$ cat src/rtl/quad_capture_counter.sv
module quad_capture_counter #(
  parameter int CNT_W = 16,
  parameter int PER_W = 16
) (
  input  logic             clk,
  input  logic             rst_n,
  input  logic             enc_a,
  input  logic             enc_b,
  input  logic             per_wr,
  input  logic [PER_W-1:0] per_data,
  input  logic             err_clr,
  output logic [CNT_W-1:0] cap_value,
  output logic             irq,
  output logic             quad_err
);

  logic [1:0]       a_sync, b_sync, ab_q;
  logic [CNT_W-1:0] pos;
  logic [PER_W-1:0] per_q, tmr;

  always_ff @(posedge clk) begin
    if (!rst_n) begin
      a_sync <= '0;
      b_sync <= '0;
      ab_q   <= '0;
    end else begin
      a_sync <= {a_sync[0], enc_a};
      b_sync <= {b_sync[0], enc_b};
      ab_q   <= {a_sync[1], b_sync[1]};
    end
  end

  wire [1:0] ph_now = {a_sync[1], a_sync[1] ^ b_sync[1]};
  wire [1:0] ph_old = {ab_q[1], ab_q[1] ^ ab_q[0]};
  wire [1:0] delta  = ph_now - ph_old;
  wire       step_up = (delta == 2'd1);
  wire       step_dn = (delta == 2'd3);
  wire       bad     = (delta == 2'd2);

  wire strobe = (per_q != '0) && (tmr == per_q - 1'b1);

  always_ff @(posedge clk) begin
    if (!rst_n) begin
      pos       <= '0;
      cap_value <= '0;
      irq       <= 1'b0;
      quad_err  <= 1'b0;
    end else begin
      if (step_up)      pos <= pos + 1'b1;
      else if (step_dn) pos <= pos - 1'b1;
      if (strobe) cap_value <= pos;
      irq <= strobe;
      if (bad)          quad_err <= 1'b1;
      else if (err_clr) quad_err <= 1'b0;
    end
  end

  always_ff @(posedge clk) begin
    if (!rst_n) begin
      per_q <= '0;
      tmr   <= '0;
    end else if (per_wr) begin
      per_q <= per_data;
      tmr   <= '0;
    end else if (per_q != '0) begin
      tmr <= strobe ? '0 : tmr + 1'b1;
    end
  end

  assert_step_R3: assert property (@(posedge clk) disable iff (!rst_n)
    1'b1 |=> (pos == $past(pos)) || (pos == $past(pos) + 1'b1) || (pos == $past(pos) - 1'b1));

  assert_illegal_R6: assert property (@(posedge clk) disable iff (!rst_n)
    bad |=> ($stable(pos) && quad_err));

  assert_hold_R7: assert property (@(posedge clk) disable iff (!rst_n)
    !strobe |=> $stable(cap_value));

  assert_idle_R9: assert property (@(posedge clk) disable iff (!rst_n)
    (per_q == '0 && !per_wr) |=> ##1 !irq);

  assert_pulse_R10: assert property (@(posedge clk) disable iff (!rst_n)
    (irq && per_q > 1) |=> !irq);

endmodule

$ cat config.mk
export PLATFORM = sky130hd
export DESIGN_NAME = quad_capture_counter
export DESIGN_NICKNAME = d
export VERILOG_FILES = /design/src/rtl/quad_capture_counter.sv
export SDC_FILE = /design/constraint.sdc
export NUM_CORES = 1
export LEC_CHECK = 0
export BUFFER_PORTS_ARGS = -buffer_cell sky130_fd_sc_hd__buf_4
export CAP_MARGIN = 20
export CORE_MARGIN = 5
export CORE_UTILIZATION = 54
export DETAILED_ROUTE_END_ITERATION = 10
export PLACE_DENSITY = 0.77
export SETUP_SLACK_MARGIN = 0.5
export SYNTH_ARGS = -nofsm -noshare
export SYNTH_HDL_FRONTEND = slang
export SYNTH_SLANG_ARGS = --single-unit
$ cat constraint.sdc
create_clock -name clk -period 3.4 [get_ports clk]
set_input_delay 0.51 -clock clk [delete_from_list [all_inputs] [get_ports clk]]
set_output_delay 0.51 -clock clk [all_outputs]
set_load 0.02 [all_outputs]
==> run metrics <==
first-pass GRT wire length roughly 16000 um; RSZ-0062 raised after global routing true; Worst-Margin Slew ~0.56 ns; Yosys warnings 0; Final Non-Filler Cells 623; Fillers around 600; DR vias approximately 3600; Worst R2R Setup Slack 0.34 ns; Max Cap Viol 0; worst path cell trace xnor2_2 > ha_2 > xnor2_2 > xnor2_2 > or2_4 > ha_4 > a211oi_4 > nor3_2 > a211oi_2 > buf_4 > o31ai_4 > a31o_2 > xnor2_1 > o31ai_1; placed cells ~600; synth top area cells dfxtp_1 35%, mux2i_1 9.1%, xnor2_1 5.6%, ha_1 5.2%, xor2_1 4.7%; CP bufs+invs 1; Clock Latency Late Sink between 0.3 and 0.4 ns; maximum buffer depth of the clock tree 2; max-slew violation count 0; Leakage just over 2 nW; Setup WS pre-CTS around 0.33 ns; Area after DPL between 4000 and 5000 sq um; vias in the first global route 3459; Seq cells post-synth 72; delay-heaviest family, CP compound AO/OA/AOI/OAI gates; Yosys top cell area share a little over a third; commonest cells after routing, fill and taps aside 70 x dfxtp_1, 60 x buf_4, 47 x nor2_1; DRC errors left 0; Post-Syn Nets between 500 and 600; VDD IR max between 0.3 and 0.4 mV; status finished, final reports clean; remaining global-route overflow 0; crit path max fanout 7; GPL Wtd Cong roughly 0.91; Synth cell types 56; period utilisation layout between 90 and 100%; final setup TNS 0 ns; final instance area about 5000 sq um; router iterations before antenna repair 5; initial antenna violation count 0; ys flop type dfxtp_1; wire length per cell 15.5 um; Routed Antenna Nets 0; initial DRC count 156; Area Overhead vs Synth 22.9%; Syn Inst Count around 470; Initial Util ~56%; die width 96.9 um; most common cell after layout, fill and taps aside dfxtp_1; CP Launch Type flop; largest net degree at the start of global routing 51; Max-slew headroom just over 60%; # nets final 560; Core ar. 7290 sq um; Antenna diodes 0; placed wire-length estimate about 6400 um; clock transition at the registers of the reported paths roughly 0.070 ns; Tot GR Track Use between 10% and 20%; Critical Path Max Stage Delay 0.34 ns; post-synth top area cell dfxtp_1; Worst Path Arrival about 3.3 ns; Min Clock Period, post-route roughly 3 ns; I/O pin cnt 40; die area around 9400 sq um; Fin Hold WS around 0.37 ns; H-Tree Level Count 3; PortBufs 39; Via density 5.74; Max Clock Skew between 0.01 and 0.015 ns; Worst Setup End Kind flop; CP required 3.66 ns; Critical Path Most Common Cell xnor2_2; Die Y-Extent between 90 and 100 um; post-layout util 68.7%; syn_area_per_cell between 8 and 9 sq um; pwr dens between 500 and 600 nW/um^2; sequential area share after synthesis between 30% and 40%; HP Class in2reg; min setup slack post-route 0.338 ns; synthesized area about 4100 sq um; CTS tree done; Overall Power 2.99 mW; Clock Sinks 72; CTS Buf Count 9; Final Hold Fails 0; FP Rows 31; Final Setup Violations 0; kind of critical path reg2reg; Post-synth EDFFs 0; final wirelength slightly below 10000 um; Fmax 0.327 GHz; share of layout cells above drive strength 1 22.3%; Root Driver clkbuf_8; Slowest cell on crit path dfxtp_1; ys async rst share 0%
synthesized netlist by cell type, types with 2 or more instances:
master	count
o21ai_0	12
mux2i_1	37
xnor2_1	26
nor2_1	47
nor2b_1	7
buf_1	2
nand4_1	10
buf_6	2
a41oi_1	3
and3_1	9
o211ai_1	3
nor3_1	18
nand2b_1	3
a21oi_1	18
inv_1	11
o21a_1	2
nor3b_1	2
o31ai_1	5
a211oi_1	4
nor4_1	5
a21o_1	7
xor2_1	22
nor3_2	2
dfxtp_1	72
nand2_1	43
nand4b_1	4
or2_2	2
buf_2	2
o21bai_1	3
or3_1	6
ha_1	17
clkbuf_1	17
nand3_1	16
and2_1	10
cell families (layout without fill, tap and decap cells):
logic type	Yosys count	count (layout)	synth area share, %
multiplexers	37	37	9.09
AO/OA/AOI/OAI	69	69	11.4
flip-flops	72	72	35.4
XOR/XNOR	48	48	10.3
AND/OR/NAND/NOR	191	192	23.9
adder cells (fa/ha/maj)	18	18	5.71
buffers and inverters	36	88	4.14
where the power goes:
part	internal [mW]	total (mW)	switching, mW
combinational	0.654	1.30	0.648
clock	0.353	0.677	0.324
sequential	0.918	1.01	0.0962
state kept, by name (all words and copies together), names as in the netlist:
register / count
per_q: 16
b_sync: 2
pos: 16
a_sync: 2
cap_value: 16
quad_err: 1
ab_q: 2
irq: 1
tmr: 16
per-layer routing:
layer  vias up  track usage, %  share of wire, %
li1       1754               -                 -
met1      1704            23.4                41
met2        95            34.0                53
met3        21            3.53               3.8
met4         0            8.32               2.0
met5         -               0                 0
worst paths after layout:
kind,startpoint,to,cells past startpoint
setup / recovery,b_sync[1],pos[13],14
hold / removal,enc_a,a_sync[0],2
setup reg to reg,b_sync[1],pos[13],14
hold reg to reg,b_sync[0],b_sync[1],1
worst register-to-register path: stages (launching register included):
cell and delay, ns:
dfxtp_1 0.34, xnor2_2 0.15, ha_2 0.19, xnor2_2 0.15
xnor2_2 0.27, or2_4 0.30, ha_4 0.25, a211oi_4 0.27
nor3_2 0.09, a211oi_2 0.22, buf_4 0.17, o31ai_4 0.07
a31o_2 0.21, xnor2_1 0.12, o31ai_1 0.20
final cells by class:
class / count / area (sq um) / area share [%]
well taps: 99 / 124 / 2.47
inverters: 12 / 45.0 / 0.900
clock buffers: 10 / 138 / 2.75
repair buffers: 61 / 462 / 9.22
clock inverters: 5 / 57.6 / 1.15
multi-input cells: 364 / 2740 / 54.6
flip-flops and latches: 72 / 1450 / 28.9
what timing repair did:
| item | 4_1_cts | 5_1_grt |
|---|---|---|
| pin swaps | 10 | 14 |
| endpoints found under the setup margin | 7 | 30 |
| gates cloned | 1 | 0 |
| setup buffers | 6 | 9 |
| resized for setup | 9 | 18 |
| hold buffers | 0 | 0 |
(Power assumes the default switching activity.)
